[src/rtl/hec_pkg.sv]
package hec_pkg;

  localparam int unsigned HEC_W = 8;
  localparam logic [HEC_W-1:0] HEC_POLY  = 8'h07;  // x^8 + x^2 + x + 1
  localparam logic [HEC_W-1:0] HEC_COSET = 8'h55;  // x^6 + x^4 + x^2 + 1

  typedef enum logic [1:0] {
    HDR_OK    = 2'd0,
    HDR_FIXED = 2'd1,
    HDR_BAD   = 2'd2
  } hdr_stat_e;

  // x^n mod generator: syndrome signature of a single error at bit n.
  function automatic logic [HEC_W-1:0] hec_xpow(input int unsigned n);
    logic [HEC_W-1:0] r;
    r = {{(HEC_W-1){1'b0}}, 1'b1};
    for (int unsigned k = 0; k < n; k++) begin
      r = {r[HEC_W-2:0], 1'b0} ^ (r[HEC_W-1] ? HEC_POLY : {HEC_W{1'b0}});
    end
    return r;
  endfunction

endpackage

[src/rtl/hec_crc.sv]
module hec_crc #(
  parameter int unsigned DW = 32
) (
  input  logic [DW-1:0]               data,
  output logic [hec_pkg::HEC_W-1:0]   crc
);
  localparam int unsigned CW = hec_pkg::HEC_W;

  always_comb begin
    logic [CW-1:0] r;
    logic          fb;
    r = '0;
    for (int b = DW - 1; b >= 0; b--) begin
      fb = r[CW-1] ^ data[b];
      r  = {r[CW-2:0], 1'b0} ^ (fb ? hec_pkg::HEC_POLY : {CW{1'b0}});
    end
    crc = r;
  end

endmodule

[src/rtl/hec_err_locate.sv]
module hec_err_locate #(
  parameter int unsigned CELL_W = 40
) (
  input  logic [hec_pkg::HEC_W-1:0] syn,
  input  logic [CELL_W-1:0]         excl,
  output logic [CELL_W-1:0]         flip
);
  for (genvar i = 0; i < CELL_W; i++) begin : g_pos
    localparam logic [hec_pkg::HEC_W-1:0] SIG = hec_pkg::hec_xpow(i);
    assign flip[i] = (syn == SIG) && !excl[i];
  end
endmodule

[src/rtl/hec_engine.sv]
module hec_engine #(
  parameter int unsigned OCT_W   = 8,
  parameter int unsigned HDR_OCT = 4
) (
  input  logic                                 clk,
  input  logic                                 rst_n,
  input  logic                                 cfg_sub_cov,
  input  logic                                 cfg_coset_en,
  input  logic                                 cfg_taxi,
  input  logic                                 tx_vld,
  input  logic [OCT_W*HDR_OCT-1:0]             tx_hdr,
  output logic                                 tx_done,
  output logic [hec_pkg::HEC_W-1:0]            tx_hec,
  input  logic                                 rx_vld,
  input  logic [OCT_W*HDR_OCT+hec_pkg::HEC_W-1:0] rx_hdr,
  output logic                                 rx_done,
  output logic [OCT_W*HDR_OCT+hec_pkg::HEC_W-1:0] rx_hdr_o,
  output logic                                 rx_ok,
  output logic                                 rx_fixed,
  output logic                                 rx_bad
);
  import hec_pkg::*;

  localparam int unsigned HDR_W  = OCT_W * HDR_OCT;
  localparam int unsigned CELL_W = HDR_W + HEC_W;
  localparam int unsigned TAIL_W = HDR_W - OCT_W;

  // Reset: asserted asynchronously, released on a clock edge.
  logic rst_meta, rst_sync_n;
  always_ff @(posedge clk or negedge rst_n) begin
    if (!rst_n) begin
      rst_meta   <= 1'b0;
      rst_sync_n <= 1'b0;
    end else begin
      rst_meta   <= 1'b1;
      rst_sync_n <= rst_meta;
    end
  end

  // Configuration decode.
  logic             coset_on;
  logic [HEC_W-1:0] coset_pat;
  logic [OCT_W-1:0] lead_keep;
  logic [CELL_W-1:0] excl;

  assign coset_on  = cfg_coset_en | cfg_taxi;
  assign coset_pat = coset_on ? HEC_COSET : '0;
  assign lead_keep = {OCT_W{~cfg_sub_cov}};
  assign excl      = cfg_sub_cov ? {{OCT_W{1'b1}}, {(CELL_W-OCT_W){1'b0}}} : '0;

  // With a zero start value, a zeroed leading octet is equivalent to skipping it.
  logic [HDR_W-1:0] tx_cov, rx_cov;
  assign tx_cov = {tx_hdr[HDR_W-1 -: OCT_W] & lead_keep, tx_hdr[TAIL_W-1:0]};
  assign rx_cov = {rx_hdr[CELL_W-1 -: OCT_W] & lead_keep, rx_hdr[HEC_W +: TAIL_W]};

  logic [HEC_W-1:0] tx_crc, rx_crc, syn;

  hec_crc #(.DW(HDR_W)) u_tx_crc (.data(tx_cov), .crc(tx_crc));
  hec_crc #(.DW(HDR_W)) u_rx_crc (.data(rx_cov), .crc(rx_crc));

  assign syn = rx_crc ^ rx_hdr[HEC_W-1:0] ^ coset_pat;

  logic [CELL_W-1:0] flip;
  hec_err_locate #(.CELL_W(CELL_W)) u_loc (.syn(syn), .excl(excl), .flip(flip));

  // Next-state logic.
  logic [HEC_W-1:0]  tx_hec_d;
  logic [CELL_W-1:0] rx_hdr_d;
  hdr_stat_e         stat_d;

  always_comb begin
    tx_hec_d = tx_crc ^ coset_pat;
    if (syn == '0) begin
      stat_d   = HDR_OK;
      rx_hdr_d = rx_hdr;
    end else if (|flip) begin
      stat_d   = HDR_FIXED;
      rx_hdr_d = rx_hdr ^ flip;
    end else begin
      stat_d   = HDR_BAD;
      rx_hdr_d = rx_hdr;
    end
  end

  // Registers.
  always_ff @(posedge clk or negedge rst_sync_n) begin
    if (!rst_sync_n) begin
      tx_done  <= 1'b0;
      tx_hec   <= '0;
      rx_done  <= 1'b0;
      rx_hdr_o <= '0;
      rx_ok    <= 1'b0;
      rx_fixed <= 1'b0;
      rx_bad   <= 1'b0;
    end else begin
      tx_done <= tx_vld;
      rx_done <= rx_vld;
      if (tx_vld) begin
        tx_hec <= tx_hec_d;
      end
      if (rx_vld) begin
        rx_hdr_o <= rx_hdr_d;
        rx_ok    <= (stat_d == HDR_OK);
        rx_fixed <= (stat_d == HDR_FIXED);
        rx_bad   <= (stat_d == HDR_BAD);
      end
    end
  end

endmodule

[config.mk]
export PLATFORM = sky130hd
export DESIGN_NAME = hec_engine
export DESIGN_NICKNAME = d
export VERILOG_FILES = /design/src/rtl/hec_pkg.sv /design/src/rtl/hec_crc.sv /design/src/rtl/hec_err_locate.sv /design/src/rtl/hec_engine.sv
export SDC_FILE = /design/constraint.sdc
export NUM_CORES = 1
export LEC_CHECK = 0
export CELL_PAD_IN_SITES_DETAIL_PLACEMENT = 1
export CELL_PAD_IN_SITES_GLOBAL_PLACEMENT = 1
export CORE_MARGIN = 2
export CORE_UTILIZATION = 39
export CTS_CLUSTER_DIAMETER = 120
export DETAILED_ROUTE_END_ITERATION = 6
export DONT_BUFFER_PORTS = 1
export PLACE_DENSITY_LB_ADDON = 0.1
export SYNTH_ARGS = -nofsm -noshare
export SYNTH_HDL_FRONTEND = slang
export SYNTH_HIERARCHICAL = 1
export SYNTH_SLANG_ARGS = --single-unit
[constraint.sdc]
create_clock -name clk -period 3.4 [get_ports clk]
set_input_delay 0.68 -clock clk [delete_from_list [all_inputs] [get_ports clk]]
set_output_delay 0.68 -clock clk [all_outputs]
set_load 0.01 [all_outputs]
==> results.ini, run 1 <==
[run]
drv_cap=0

[sta]
fmax_ghz=0.2180
drv_slew=0
rsz0062_at_grt=yes
tightest_slew_ps=729.3
timing.final.crit_period_ps=4586
worst_clock_skew_ps=7.676
fin_setup_tns_ps=-41020
finalHoldViolCount=0
fin_ws_ps=-1186
min_period_over_period=1.349
slew_headroom=0.5138
setup_viol=43

[logic_synthesis]
synth_top_flop_cell=dfrtp_1
syn_inst=704
syn_area_um2=6741
synth.distinct_cells=48
synth_seq_area_share=0.2042
syn-mean-instance-area_um2=9.576
yosys_register_bits=55
async_reset_ff_frac=1.000
synth-edff-count=0
yosysWarnings=6

[floorplan]
rows=48
boundaryPins=132
dieWidth_um=135.5
die_area_um2=18350
dieHeight_um=135.5
start_util=0.3939
floorplan.core_area_um2=17120

[final_layout]
utilization=0.5769
area_growth_pct=46.47
final_nets=929
layout_commonest_cell=buf_4
final_cell_mix=128 x buf_4, 54 x dfrtp_1, 50 x o211ai_1, 41 x nand3b_1
n_antenna_cell=0
drive_gt1_frac=0.4595

[global_route]
grt_max_degree=125
top_usage_layer=met2
gr-usage-met2=0.5169
grt.met1_usage=0.3592
use_met3=0.06098
grt_overflow_total=0
antenna_found_initial=0
first_global_vias=6875
grt_first_pass_wirelength_um=40780
grt_use_total=0.2941

[worst_setup_path]
critical_path_class=in2reg
crit_path_start=cfg_sub_cov
worstPathRequired_ps=3630
endpoint_kind=register
r2r-start=rst_sync_n
startpoint_type=primary input
crit_arrival_ps=4820
critical_path.max_fanout=24

[routing]
drt_wl_total_um=28620
dr_total_vias=6507
drt-pass1-iter-count=4
drtIter0Drc=355
wire_per_inst_um=26.60
via_per_inst=6.047
final_antenna_net_count=0
drcViolationCount=0

[outcome]
violations=setup timing
status=finished, violations left

[clock_tree]
clock-sinks=55
cts_made_buffers=5
htreeDepth=2
cts-root-buf=clkbuf_16
clockBufferDepth=2
cts_tree=done
path_clk_slew_ps=70
clock_latency_ps=320
cts_hold_buf=0

[place]
io_buffers=0
globalplace.congestion=0.8943
dp_hpwl_um=18900

[hold_path]
min_path_type=in2async

critical path, cell delays in order:
cell and delay [ps]:
nor2b_4 210, buf_6 130, xnor3_2 300, xor2_4 230, buf_4 160, xor2_2 170
xnor2_1 140, buf_4 170, xor3_2 490, xor2_2 230, buf_6 150, or4_4 550
buf_4 200, nor4_4 220, buf_4 180, nor3b_1 320, o31ai_1 170, o211ai_2 100
metal layers:
metal | wire length, µm | vias up | share of wire
met3 | 1626 | 54 | 0.057
met5 | 31 | - | 0.0011
met2 | 14790 | 202 | 0.52
met1 | 11190 | 3343 | 0.39
met4 | 982 | 2 | 0.034
li1 | - | 2906 | -
cells in the mapped netlist (4+ instances only):
cell       instances  area share
nand3b_1          41       0.046
nor3_1            24       0.018
nor3b_1           40       0.045
clkbuf_1          48       0.027
or4b_4             4      0.0082
xor2_1            36       0.047
nand4bb_1          5      0.0084
o211ai_2          30       0.056
a31oi_1           40       0.037
o21ai_1           15       0.011
xnor3_1           20       0.067
mux2_2             9       0.015
xor3_1            12       0.042
nand2_1            4      0.0022
o31ai_1           42       0.047
dfrtp_1           55        0.20
inv_1             40       0.022
o211ai_1          50       0.056
o21ai_0           25       0.019
nor4_2             6       0.011
nor2b_1           16       0.015
xnor2_2            8       0.019
xnor3_2            6       0.021
buf_6              5      0.0084
nand2b_1           8      0.0074
nor4_1            17       0.016
xnor2_1           52       0.068
buf_2              9      0.0067
path summary, 6_finish.rpt:
check	end	slack [ps]	cells past startpoint
worst max-delay path	rx_hdr_o[13]	-1190	18
worst min-delay path	rst_sync_n	50	0
worst max register to register	rx_hdr_o[31]	2250	1
worst min register to register	rx_hdr_o[3]	330	0
max in group asynchronous	rx_hdr_o[31]	2250	1
min in group clk	rst_sync_n	370	0
what timing repair did:
| item | CTS | global route |
|---|---|---|
| pin swaps | 39 | 43 |
| cloned | 5 | 2 |
| buffers inserted | 25 | 29 |
| gates resized for setup | 97 | 90 |
| setup endpoints to repair | 43 | 43 |
cell families (layout without fill, tap and decap cells):
kind of cell / after synthesis / count (layout) / synth area share
compound gates: 204 / 204 / 0.2285
xor+xnor: 138 / 139 / 0.2762
buf+inv: 107 / 222 / 0.06700
flops: 55 / 55 / 0.2042
mux: 9 / 9 / 0.01503
other cells: 2 / 33 / 0.001114
simple gates: 189 / 189 / 0.2081
area by class of cell:
class	count	area [µm²]
Tap cell	225	281.5
Multi-Input combinational cell	574	6305
Timing Repair Buffer	173	1600
Clock buffer	8	156.4
Fill cell	1854	7242
Sequential cell	55	1378
Inverter	41	153.9
registers in the layout, indices dropped and copies added (netlist names):
register and cells:
rx_hdr_o 40, tx_hec 8, rst_meta 1, rst_sync_n 1, rx_bad 1, rx_done 1
rx_fixed 1, rx_ok 1, tx_done 1
through the flow:
step / std cells / area, µm² / hold slack (ps) / worst slack, ps
after detailed placement: 1010 / 8168 / 355.1 / -1615
after CTS: 1047 / 9116 / 40.35 / -936.1
after global routing: 1076 / 9874 / 37.38 / -1318
after floorplan: 735 / 7321 / 331.2 / -1074
after global placement: 1010 / 8168 / 337.2 / -1640
final: 1076 / 9874 / 52.05 / -1186
Power of run 1 is not shown: default switching activity piles up to over one toggle a cycle in this logic, so the estimate is an artifact.
==> inputs of run 2 (changes only) <==
--- a/config.mk
+++ b/config.mk
@@ -7,9 +7,10 @@
 export LEC_CHECK = 0
 export CELL_PAD_IN_SITES_DETAIL_PLACEMENT = 1
 export CELL_PAD_IN_SITES_GLOBAL_PLACEMENT = 1
+export CORE_ASPECT_RATIO = 0.75
 export CORE_MARGIN = 2
 export CORE_UTILIZATION = 39
-export CTS_CLUSTER_DIAMETER = 120
+export CTS_CLUSTER_DIAMETER = 60
 export DETAILED_ROUTE_END_ITERATION = 6
 export DONT_BUFFER_PORTS = 1
 export PLACE_DENSITY_LB_ADDON = 0.1
==> run 2 against run 1 <==
Against the previous run: the flow still finishes with violations (setup timing); non-clock buffer count up 8; global-route usage up 1.8 points; wire length up 5.1%; maximum frequency down 0.76%; register-to-register slack about the same; core utilization up 1.2 points; via count up 3.4%; worst setup slack worse by 35 ps; critical path type unchanged; critical endpoint is now rx_bad; highest routed layer is now met4.
==> results.ini, run 2 (synthesis gave the netlist of run 1 again) <==
[outcome]
status=finished, violations left
violations=setup timing

[floorplan]
dieWidth_um=155.8
die_area_um2=18360
start_util=0.3994
rows=41
boundaryPins=132
floorplan.core_area_um2=16880
dieHeight_um=117.9

[worst_setup_path]
critPathSlowestCell=xnor3_2
critical_path.max_fanout=7
crit_arrival_ps=4850
startpoint_type=primary input
cp_common_cell=buf_4
endpoint_kind=register
cpPeakStageDelay_ps=440
path_cells=nor2b_4 > buf_4 > xnor2_1 > buf_4 > xnor3_2 > xnor2_2 > xnor3_2 > xnor2_4 > xor2_4 > xnor2_4 > buf_12 > buf_16 > nand2b_4 > buf_4 > nor4_4 > nor4_4 > buf_4 > nand4_1 > or3_1 > o31ai_1
worstPathRequired_ps=3630
critical_path_class=in2reg

[clock_tree]
clockBufferDepth=2
htreeDepth=2
cts_made_buffers=5
clock-sinks=55
cts-root-buf=clkbuf_16
clock_latency_ps=310
path_clk_slew_ps=90
cts_tree=done

[global_route]
antenna_found_initial=0
grt_use_total=0.3120
first_global_vias=6914
grt_first_pass_wirelength_um=43480
grt_overflow_total=0
grt_max_degree=125

[routing]
drt_wl_total_um=30070
final_antenna_net_count=0
dr_total_vias=6725
drcViolationCount=0
wire_per_inst_um=28.00
drtIter0Drc=595
drt-pass1-iter-count=5
via_per_inst=6.262

[sta]
rsz0062_at_grt=yes
timing.final.crit_period_ps=4621
fmax_ghz=0.2164
drv_slew=0
fin_ws_ps=-1221
setup_viol=43
worst_clock_skew_ps=5.699
tightest_slew_ps=726.3
min_period_over_period=1.359
finalHoldViolCount=0
whs_ps=56.03
slew_headroom=0.5158

[place]
globalplace.congestion=0.9559
io_buffers=0
pre_cts_slack_ps=-1938
dp_hpwl_um=20000

[final_layout]
final_nets=937
area_growth_pct=47.35
fill_cells=1754
largest_reg_flops=40
top_regs=rx_hdr_o x40, tx_hec x8
layout_commonest_cell=buf_4
final_cell_mix=132 x buf_4, 54 x dfrtp_1, 50 x o211ai_1, 42 x o31ai_1, 41 x nand3b_1
n_antenna_cell=0
regMostFlops=rx_hdr_o
drive_gt1_frac=0.4494

[run]
drv_cap=0

[hold_path]
min_path_type=in2async

## run 2: cell count changes in the layout (fill, tap and decap cells not counted), sizes merged
| cell | change |
|---|---|
| buf | +10 |
| clkbuf | -5 |
| clkinv | +1 |
| inv | +2 |
## run 2: routing by layer
metal,up-vias,GRT usage,share of wire
li1,2934,-,-
met1,3505,0.4465,0.44
met2,254,0.4829,0.48
met3,32,0.06406,0.065
met4,0,0.07798,0.012
met5,-,0,0
## run 2: cell type report
type / count / area, µm² / area share
clock buffers: 5 / 125.1 / 0.01260
clock inverters: 3 / 26.28 / 0.002645
inverters: 41 / 153.9 / 0.01549
multi-input cells: 574 / 6292 / 0.6335
flip-flops and latches: 55 / 1378 / 0.1387
well taps: 215 / 269.0 / 0.02708
repair buffers: 181 / 1689 / 0.1700
## run 2: what timing repair did
action	4_1_cts	5_1_grt
hold endpoints to repair	0	0
setup endpoints to repair	43	43
gates resized for setup	132	49
cloned	2	1
setup buffers	34	23
hold buffers	0	0
pin swaps	52	31
## run 2: final timing paths
| path | from | slack (ps) | depth (start not counted) | end |
|---|---|---|---|---|
| worst max-delay path | rx_hdr[38] | -1220 | 20 | rx_bad |
| worst min-delay path | rst_n | 60 | 0 | rst_sync_n |
| worst max register to register | rst_sync_n | 2250 | 1 | rx_hdr_o[24] |
| worst min register to register | rst_sync_n | 330 | 0 | rx_hdr_o[5] |
| max in group asynchronous | rst_sync_n | 2250 | 1 | rx_hdr_o[24] |
| min in group clk | rst_meta | 360 | 0 | rst_sync_n |
## run 2: worst max-delay path, delay by kind of cell
family | cells | cell delay [ps]
xor+xnor | 7 | 1920
simple gates | 6 | 1150
buf+inv | 6 | 890
compound gates | 1 | 190
## run 2: stage by stage
stage                       util  cells  area [µm²]  TNS (ps)
after floorplan                -    735        7321    -38270
after global placement    0.4917   1014        8298    -63240
after detailed placement  0.4917   1014        8298    -66800
after CTS                 0.5606   1051        9462    -38550
after global routing      0.5886   1074        9933    -48810
final                     0.5886   1074        9933    -44270
Power of run 2 is left out for the same reason.
==> inputs of run 3 (changes only) <==
--- a/config.mk
+++ b/config.mk
@@ -10,10 +10,10 @@
 export CORE_ASPECT_RATIO = 0.75
 export CORE_MARGIN = 2
 export CORE_UTILIZATION = 39
-export CTS_CLUSTER_DIAMETER = 60
 export DETAILED_ROUTE_END_ITERATION = 6
 export DONT_BUFFER_PORTS = 1
 export PLACE_DENSITY_LB_ADDON = 0.1
+export SKIP_LAST_GASP = 1
 export SYNTH_ARGS = -nofsm -noshare
 export SYNTH_HDL_FRONTEND = slang
 export SYNTH_HIERARCHICAL = 1
==> constraint.sdc (replaced) <==
create_clock -name clk -period 4 [get_ports clk]
set_input_delay 0.8 -clock clk [delete_from_list [all_inputs] [get_ports clk]]
set_output_delay 0.8 -clock clk [all_outputs]
set_load 0.01 [all_outputs]
==> run 3 against run 2 <==
Against the previous run: the flow still finishes with violations (setup timing); die area stayed put; design area is 0.57% lower; register-to-register slack better by 650 ps; clock skew is 1.3 ps higher; final cell count is 0.74% lower; sequential share of layout area is 0.079 points higher; critical path type unchanged; critical endpoint unchanged; largest cell class unchanged; highest routed layer unchanged.
==> results.ini, run 3 (synthesis gave the netlist of run 1 again) <==
[floorplan]
die_area_um2=18360
dieHeight_um=117.9
dieWidth_um=155.8
start_util=0.3994
floorplan.core_area_um2=16880
boundaryPins=132
rows=41

[worst_setup_path]
critPathSlowestCell=xor3_2
crit_path_start=rx_hdr[34]
worst-path-buf-inv=3
cpPeakStageDelay_ps=480
worstPathRequired_ps=4240
reg2reg_to=rx_hdr_o[39]
r2r_cells=4
r2r-start=rx_hdr_o[39]
critical_path_cell_count=17
critical_path.max_fanout=8
critical_path_class=in2reg
endpoint=rx_bad
crit_arrival_ps=5010
path_cells=nor2b_4 > buf_6 > xor2_2 > buf_4 > xnor3_2 > xor3_2 > xnor3_2 > xnor2_4 > xor2_4 > xnor2_4 > buf_6 > nand2b_4 > nor4_4 > nor4_2 > nand4_1 > or3_4 > o31ai_4
r2r_setup_slack_ps=2900
endpoint_kind=register
startpoint_type=primary input
cp_top_family=XOR/XNOR gates

[sta]
drv_slew=0
min_period_over_period=1.191
tightest_slew_ps=924.9
finalHoldViolCount=0
fin_ws_ps=-763.9
timing.final.crit_period_ps=4764
rsz0062_at_grt=yes
fmax_ghz=0.2099
setup_viol=43
worst_clock_skew_ps=7.033
slew_headroom=0.3796

[routing]
final_antenna_net_count=0
wire_per_inst_um=28.23
via_per_inst=6.333
drtIter0Drc=556
drt-pass1-iter-count=5
dr_total_vias=6751
drcViolationCount=0
drt_wl_total_um=30100

[hold_path]
min_path_type=in2async

[clock_tree]
cts_made_buffers=5
cts_hold_buf=0
cts_tree=done
htreeDepth=2
clock_latency_ps=320
clockBufferDepth=2
path_clk_slew_ps=90
cts-root-buf=clkbuf_16
clock-sinks=55

[place]
placed_cells=996
dp_hpwl_um=19450
io_buffers=0
globalplace.congestion=0.9194

[final_layout]
area_growth_pct=46.51
final_nets=929
largest_reg_flops=40
instances_no_fill=1066
n_antenna_cell=0
layout_commonest_cell=buf_4
drive_gt1_frac=0.4524
final_cell_mix=127 x buf_4, 54 x dfrtp_1, 50 x o211ai_1, 41 x nand3b_1, 41 x o31ai_1
top_regs=rx_hdr_o x40, tx_hec x8
regMostFlops=rx_hdr_o

[outcome]
status=finished, violations left
violations=setup timing

[run]
drv_cap=0

[global_route]
grt_overflow_total=0
first_global_vias=6829
grt_use_total=0.2982
grt_first_pass_wirelength_um=41760
grt_max_degree=125
antenna_found_initial=1

==> run 3: changes by cell type in the layout (fill, tap and decap cells not counted), sizes merged <==
cell,change
clkbuf,+1
bufbuf,-1
buf,-7
inv,-1
clkinv,+1
xnor2,-1
==> run 3: through the flow <==
step	util	area, µm²	TNS, ps	hold slack [ps]	worst slack [ps]
after floorplan	-	7321	-17630	331.2	-593.7
after global placement	0.4822	8138	-36800	338.6	-1204
after detailed placement	0.4822	8138	-39380	346.5	-1371
after CTS	0.5401	9115	-19660	150.9	-627.2
after global routing	0.5852	9877	-28480	151.9	-871.8
final	0.5852	9877	-24950	161.1	-763.9
==> run 3: repair_timing <==
| action | in CTS | in global routing |
|---|---|---|
| gates cloned | 3 | 2 |
| resized for setup | 93 | 96 |
| endpoints found under the setup margin | 43 | 43 |
| buffers inserted | 28 | 34 |
| pin swaps | 39 | 75 |
| hold endpoints to repair | 0 | 0 |
==> run 3: area by class of cell <==
| type | instances | area [µm²] |
|---|---|---|
| clock buffers | 5 | 125.1 |
| flip-flops and latches | 55 | 1378 |
| fillers | 1731 | 7000 |
| well taps | 215 | 269.0 |
| repair buffers | 174 | 1620 |
| clock inverters | 3 | 28.78 |
| multi-input cells | 573 | 6302 |
| inverters | 41 | 153.9 |
==> run 3: routing by layer <==
| layer | global-route usage | part of all wire |
|---|---|---|
| met2 | 0.4632 | 0.46 |
| met5 | 0 | 0 |
| met4 | 0.07053 | 0.028 |
| met1 | 0.4322 | 0.44 |
| met3 | 0.05191 | 0.073 |
==> run 3: how the worst min path moves through the flow <==
stage,cells after the start,end,slack [ps]
after floorplan,0,rst_sync_n,330
after global placement,0,rst_sync_n,340
after detailed placement,0,rst_sync_n,350
after CTS,0,rst_sync_n,150
after global routing,0,rst_sync_n,150
final,0,rst_sync_n,160
==> run 3: worst reg2reg max path, stage by stage, from the launching register on <==
cell,delay [ps]
dfrtp_1,440
inv_1,100
o21ai_1,70
a31oi_1,200
o211ai_1,150
Power of run 3 is left out for the same reason.
